<file path="src/rtl/gli_pkg.sv">
`timescale 1ns/1ps
package gli_pkg;
    typedef enum logic [2:0] {
        ST_IDLE,
        ST_LMUL,
        ST_LADD,
        ST_SMUL,
        ST_SADD
    } gli_state_e;
endpackage

</file>
<file path="src/rtl/gli_spike_counter.sv">
`timescale 1ns/1ps
module gli_spike_counter #(
    parameter int CNT_W = 10
) (
    input  logic             clk,
    input  logic             rst_n,
    input  logic             inc_i,
    input  logic             clr_i,
    output logic [CNT_W-1:0] cnt_o
);
    localparam logic [CNT_W-1:0] CMAX = {CNT_W{1'b1}};

    logic [CNT_W-1:0] cnt_d, cnt_q;

    always_comb begin
        cnt_d = cnt_q;
        if (clr_i) begin
            cnt_d = inc_i ? CNT_W'(1) : '0;
        end else if (inc_i && (cnt_q != CMAX)) begin
            cnt_d = cnt_q + CNT_W'(1);
        end
    end

    always_ff @(posedge clk or negedge rst_n) begin
        if (!rst_n) cnt_q <= '0;
        else        cnt_q <= cnt_d;
    end

    assign cnt_o = cnt_q;

    AST_CNT_HOLD_MAX: assert property (@(posedge clk) disable iff (!rst_n)
        (cnt_q == CMAX && inc_i && !clr_i) |=> (cnt_q == CMAX));
    AST_CNT_STEP: assert property (@(posedge clk) disable iff (!rst_n)
        (!clr_i && !inc_i) |=> $stable(cnt_q));
endmodule

</file>
<file path="src/rtl/gli_shared_mult.sv">
`timescale 1ns/1ps
module gli_shared_mult #(
    parameter int A_W = 16,
    parameter int B_W = 8
) (
    input  logic signed [A_W-1:0]   a_i,
    input  logic        [B_W-1:0]   b_i,
    output logic signed [A_W+B_W:0] p_o
);
    logic signed [A_W+B_W:0] a_ext;
    logic signed [A_W+B_W:0] b_ext;

    always_comb begin
        a_ext = (A_W+B_W+1)'(a_i);
        b_ext = $signed((A_W+B_W+1)'(b_i));
        p_o   = a_ext * b_ext;
    end
endmodule

</file>
<file path="src/rtl/gli_inhibit_unit.sv">
`timescale 1ns/1ps
module gli_inhibit_unit
    import gli_pkg::*;
#(
    parameter int CNT_W    = 10,
    parameter int WGT_W    = 8,
    parameter int POT_W    = 16,
    parameter int DEC_FRAC = WGT_W
) (
    input  logic                    clk,
    input  logic                    rst_n,
    input  logic                    spike_i,
    input  logic                    layer_start_i,
    input  logic                    layer_end_i,
    input  logic                    slice_end_i,
    input  logic        [WGT_W-1:0] weight_i,
    input  logic        [WGT_W-1:0] decay_i,
    input  logic signed [POT_W-1:0] thresh_static_i,
    output logic                    busy_o,
    output logic signed [POT_W-1:0] thresh_eff_o
);
    localparam int A_W = (CNT_W + 1 > POT_W) ? CNT_W + 1 : POT_W;
    localparam int P_W = A_W + WGT_W + 1;
    localparam int E_W = P_W + 1;

    typedef logic signed [POT_W-1:0] pot_t;
    typedef logic signed [E_W-1:0]   wide_t;

    localparam pot_t  POT_MAX  = {1'b0, {(POT_W-1){1'b1}}};
    localparam pot_t  POT_MIN  = {1'b1, {(POT_W-1){1'b0}}};
    localparam wide_t WIDE_MAX = wide_t'(POT_MAX);
    localparam wide_t WIDE_MIN = wide_t'(POT_MIN);

    typedef struct packed {
        gli_state_e       state;
        logic [CNT_W-1:0] snap;
        pot_t             prod;
        pot_t             acc;
        pot_t             pot;
        pot_t             thr;
    } regs_t;

    function automatic pot_t sat_pot(input wide_t v);
        if (v > WIDE_MAX)      return POT_MAX;
        else if (v < WIDE_MIN) return POT_MIN;
        else                   return pot_t'(v);
    endfunction

    regs_t r_d, r_q;

    logic [CNT_W-1:0]        cnt;
    logic                    cnt_clr;
    logic signed [A_W-1:0]   mul_a;
    logic [WGT_W-1:0]        mul_b;
    logic signed [P_W-1:0]   mul_p;
    logic signed [P_W-1:0]   mul_shr;

    gli_spike_counter #(.CNT_W(CNT_W)) u_cnt (
        .clk   (clk),
        .rst_n (rst_n),
        .inc_i (spike_i),
        .clr_i (cnt_clr),
        .cnt_o (cnt)
    );

    // One multiplier: count*weight for a layer, potential*decay for a slice
    always_comb begin
        if (r_q.state == ST_SMUL) begin
            mul_a = A_W'(r_q.pot);
            mul_b = decay_i;
        end else begin
            mul_a = $signed(A_W'(r_q.snap));
            mul_b = weight_i;
        end
    end

    gli_shared_mult #(.A_W(A_W), .B_W(WGT_W)) u_mult (
        .a_i (mul_a),
        .b_i (mul_b),
        .p_o (mul_p)
    );

    assign mul_shr = mul_p >>> DEC_FRAC;

    always_comb begin
        r_d     = r_q;
        cnt_clr = 1'b0;
        unique case (r_q.state)
            ST_IDLE: begin
                if (layer_end_i) begin
                    r_d.snap  = cnt;
                    cnt_clr   = 1'b1;
                    r_d.state = ST_LMUL;
                end else if (slice_end_i) begin
                    r_d.state = ST_SMUL;
                end
                if (layer_start_i) begin
                    r_d.thr = sat_pot(wide_t'(thresh_static_i) + wide_t'(r_q.pot));
                end
            end
            ST_LMUL: begin
                r_d.prod  = sat_pot(wide_t'(mul_p));
                r_d.state = ST_LADD;
            end
            ST_LADD: begin
                r_d.acc   = sat_pot(wide_t'(r_q.acc) + wide_t'(r_q.prod));
                r_d.state = ST_IDLE;
            end
            ST_SMUL: begin
                r_d.prod  = pot_t'(mul_shr);
                r_d.state = ST_SADD;
            end
            ST_SADD: begin
                r_d.pot   = sat_pot(wide_t'(r_q.prod) + wide_t'(r_q.acc));
                r_d.acc   = '0;
                r_d.state = ST_IDLE;
            end
            default: r_d.state = ST_IDLE;
        endcase
    end

    always_ff @(posedge clk or negedge rst_n) begin
        if (!rst_n) begin
            r_q.state <= ST_IDLE;
            r_q.snap  <= '0;
            r_q.prod  <= '0;
            r_q.acc   <= '0;
            r_q.pot   <= '0;
            r_q.thr   <= '0;
        end else begin
            r_q <= r_d;
        end
    end

    assign busy_o       = (r_q.state != ST_IDLE);
    assign thresh_eff_o = r_q.thr;

    AST_THR_HOLD: assert property (@(posedge clk) disable iff (!rst_n)
        !(layer_start_i && !busy_o) |=> $stable(thresh_eff_o));
    AST_BUSY_TWO: assert property (@(posedge clk) disable iff (!rst_n)
        $rose(busy_o) |=> busy_o);
    AST_BUSY_END: assert property (@(posedge clk) disable iff (!rst_n)
        (busy_o && $past(busy_o)) |=> !busy_o);
    AST_ACC_CLEAR: assert property (@(posedge clk) disable iff (!rst_n)
        (r_q.state == ST_SADD) |=> (r_q.acc == '0));
    AST_POT_NO_WRAP: assert property (@(posedge clk) disable iff (!rst_n)
        (r_q.state == ST_SADD) |=> (r_q.pot >= $past(r_q.acc)));
    AST_POT_IDLE_HOLD: assert property (@(posedge clk) disable iff (!rst_n)
        (r_q.state != ST_SADD) |=> $stable(r_q.pot));
endmodule

</file>
<file path="config.mk">
export PLATFORM = sky130hd
export DESIGN_NAME = gli_inhibit_unit
export DESIGN_NICKNAME = d
export VERILOG_FILES = /design/src/rtl/gli_pkg.sv /design/src/rtl/gli_spike_counter.sv /design/src/rtl/gli_shared_mult.sv /design/src/rtl/gli_inhibit_unit.sv
export SDC_FILE = /design/constraint.sdc
export NUM_CORES = 1
export LEC_CHECK = 0
export ABC_AREA = 1
export BUFFER_PORTS_ARGS = -buffer_cell sky130_fd_sc_hd__buf_2
export CORE_MARGIN = 1
export CORE_UTILIZATION = 42
export DETAILED_ROUTE_END_ITERATION = 6
export PLACE_DENSITY = 0.64
export SYNTH_ARGS = -nofsm -noshare
export SYNTH_HDL_FRONTEND = slang
export SYNTH_SLANG_ARGS = --single-unit
export TNS_END_PERCENT = 20
</file>
<file path="constraint.sdc">
create_clock -name clk -period 10.4 [get_ports clk]
set_input_delay 2.08 -clock clk [delete_from_list [all_inputs] [get_ports clk]]
set_output_delay 2.08 -clock clk [all_outputs]
set_load 0.01 [all_outputs]
</file>
==> results.cfg <==
[worst_setup_path]
cpPeakStageDelay_ns = 1.01
critPathTopFamily = adder cells
crit_buf_inv = 8
crit_path_frequent_cell = inv_1
arrival_ns = 7.93
critical_path_class = input port to register
start_kind = input port
critical_path.slowest_cell = a21oi_1
worstPathMaxFanout = 15
cp.required_ns = 10.63
end_kind = register

[clock_tree]
htree_levels = 3
cts_tree = done
path_clk_slew_ns = 0.07
clock_path_buffers = 2
cts_resized = 0
cts_setup_buffers = 0
cts-root-buf = clkbuf_16
cts_sinks = 87
numCtsBuffers = 9
clk-insertion-delay-late_ns = 0.34
ctsHoldBuffers = 0

[power]
power_leakage_nw = 6.57
p_seq_frac = 0.169
ir_drop_mv = 0.139
power_mw = 3.62
p_comb_frac = 0.732
power.switching_fraction = 0.549
p_int_mw = 1.63
power_density_mw_per_mm2 = 312
power_switching_mw = 1.99
clkPwrFrac = 0.099

[logic_synthesis]
avgSynthCellArea_um2 = 7.22
synth_fa_ha_area_frac = 0.288
synthCells = 1500
synth_edf_count = 0
ys.flop_type = dfrtp_1
yosys.cell_types.count = 49
synth_compound_area_frac = 0.0859
synth.yosys.seq_area_share = 0.201
yosys.area_share.simple = 0.259
yosys_register_bits = 87
async_reset_ff_frac = 1.00
yosysWarnings = 0
synth_area_mm2 = 0.0108
netlist_top_cells_area = dfrtp_1 (20%), fa_1 (19%), nand2_1 (15%)
synth_top_cell_by_area = dfrtp_1
muxShareOfSynthArea = 0.00208
yosysTopAreaCellShare = 0.201
synth_top_family_by_area = adder cells
syn-num-nets = 1725
synth_xor_area_frac = 0.0354

[flow_run]
max_cap_violations = 0

[sta]
max-slew-margin-rel = 0.132
finalHoldViolCount = 0
whs_ns = 0.486
min_period_ns = 7.70
finalWorstSetupSlack_ns = 2.70
fin_crit_sh = 0.741
fin_skew_ns = 0.00658
setup_viol = 0
setup_tns_ns = 0
rsz0062_at_grt = false
worst_pin_slew_ns = 1.30
drv_slew = 0
clock.fmax_ghz = 0.130

[final_layout]
drive_gt1_frac = 0.0926
area_delta_synth_final_pct = 7.34
diodes = 0
final_common_cell = nand2_1
multi_input_area_mm2 = 0.00726
final_nets = 1753
fillers = 2551
mostFrequentLayoutCells = nand2_1 (446), inv_1 (294), nor2_1 (122)
seqCellArea_mm2 = 0.00218

[placed_design]
port_buffers = 54
place_hpwl_mm = 21.5
place_congestion = 0.915
post-place-ws_ns = 2.38

[routing]
drt_first_pass_iters = 5
drtIter0Drc = 771
num_vias = 9116
viasPerCell = 4.89
drcViolationCount = 0
wl_per_cell_um = 14.1
wl_mm = 26.3
drtAntennaViolNets = 0

[global_routing]
grt_max_degree = 80
overflow = 0
antenna_found_initial = 0
grt_pass1_vias = 8856
grt_pass1_wl_mm = 44.6
grt_util_all_layers = 0.212

[floorplanning]
die_area_mm2 = 0.0264
rows = 58
dieWidth_um = 163
core_region_area_mm2 = 0.0253
io_pins = 55
fp.dieH_um = 163
initial_core_util = 0.429

[worst_hold_path]
holdCritPathClass = register to register

[outcome]
outcome = complete, no violations
cell type report:
type / instances / share of cell area
clock buffer: 10 / 0.0206
clock inverter: 6 / 0.00775
inverter: 300 / 0.0969
tap: 330 / 0.0355
sequential: 87 / 0.187
multi-input combinational: 1070 / 0.625
timing repair buffer: 60 / 0.0273
metrics by stage:
step	cell area, µm²	instances	utilization
after floorplan	10800	1500	-
after global placement	11300	1847	0.447
after detailed placement	11300	1847	0.447
after CTS	11600	1863	0.460
after global routing	11600	1863	0.460
final	11600	1863	0.460
flip-flops by register name, summed over array words and instances, names as in the netlist:
signal        count
thresh_eff_o     16
u_cnt.cnt_o      10
r_q              61
worst register-to-register path: cells and delay by family, from the launching register on:
family	cells	cell delay, ns
simple gates	14	2.02
buf+inv	8	0.89
fa+ha+maj	5	2.58
compound gates	2	1.34
flops	1	0.41
kinds of logic after synthesis:
| kind of cell | count (synthesis) |
|---|---|
| DFF | 87 |
| buffers and inverters | 343 |
| muxes | 2 |
| xor gates and xnor gates | 42 |
| and+or+nand+nor | 681 |
| AOI/OAI and AO/OA | 158 |
| adders and majority gates | 187 |
metal layers:
metal,GRT usage,vias up,part of all wire
met5,0,-,0
met2,0.343,183,0.46
met3,0.0227,17,0.040
met4,0.0297,0,0.0082
met1,0.311,4326,0.49
li1,-,4590,-
synth_stat cells, types with 3 or more instances:
cell type  number
clkbuf_1       12
a211oi_1        5
xnor2_1        17
o21ai_4         3
buf_4          19
nand2_2        23
dfrtp_1        87
nand4_1         4
nor2_1        122
o31ai_1         3
a21oi_2         8
xor2_1         23
a31oi_1         3
a21o_1          5
buf_2           8
nand2_1       446
o21ai_0        44
fa_1          104
o21ai_1         9
nor2_2          7
inv_2           5
nand3_1        53
or2_2           5
inv_1         294
buf_6           3
a21oi_1        68
nor3_1          7
ha_1           83
power by group through the flow:
stage,Clock (mW),Sequential [mW],Combinational [mW]
CTS,0.364,0.612,2.66
global placement,0,0.614,2.61
global route,0.379,0.626,3.05
detailed placement,0,0.616,2.63
floorplan,0,0.563,2.12
finish,0.359,0.612,2.65
final timing paths:
kind / from / endpoint / slack (ns) / cells past startpoint
min in group asynchronous: rst_n / r_q[44]$_DFFE_PN0P_ / 1.56 / 1
hold / removal: thresh_eff_o[11]$_DFFE_PN0P_ / thresh_eff_o[11]$_DFFE_PN0P_ / 0.49 / 2
setup reg to reg: r_q[76]$_DFFE_PN0P_ / r_q[54]$_DFFE_PN0P_ / 3.06 / 29
hold reg to reg: thresh_eff_o[11]$_DFFE_PN0P_ / thresh_eff_o[11]$_DFFE_PN0P_ / 0.49 / 2
setup / recovery: decay_i[3] / r_q[54]$_DFFE_PN0P_ / 2.70 / 28
max in group asynchronous: rst_n / r_q[59]$_DFFE_PN0P_ / 7.64 / 2
(Power assumes the default switching activity.)
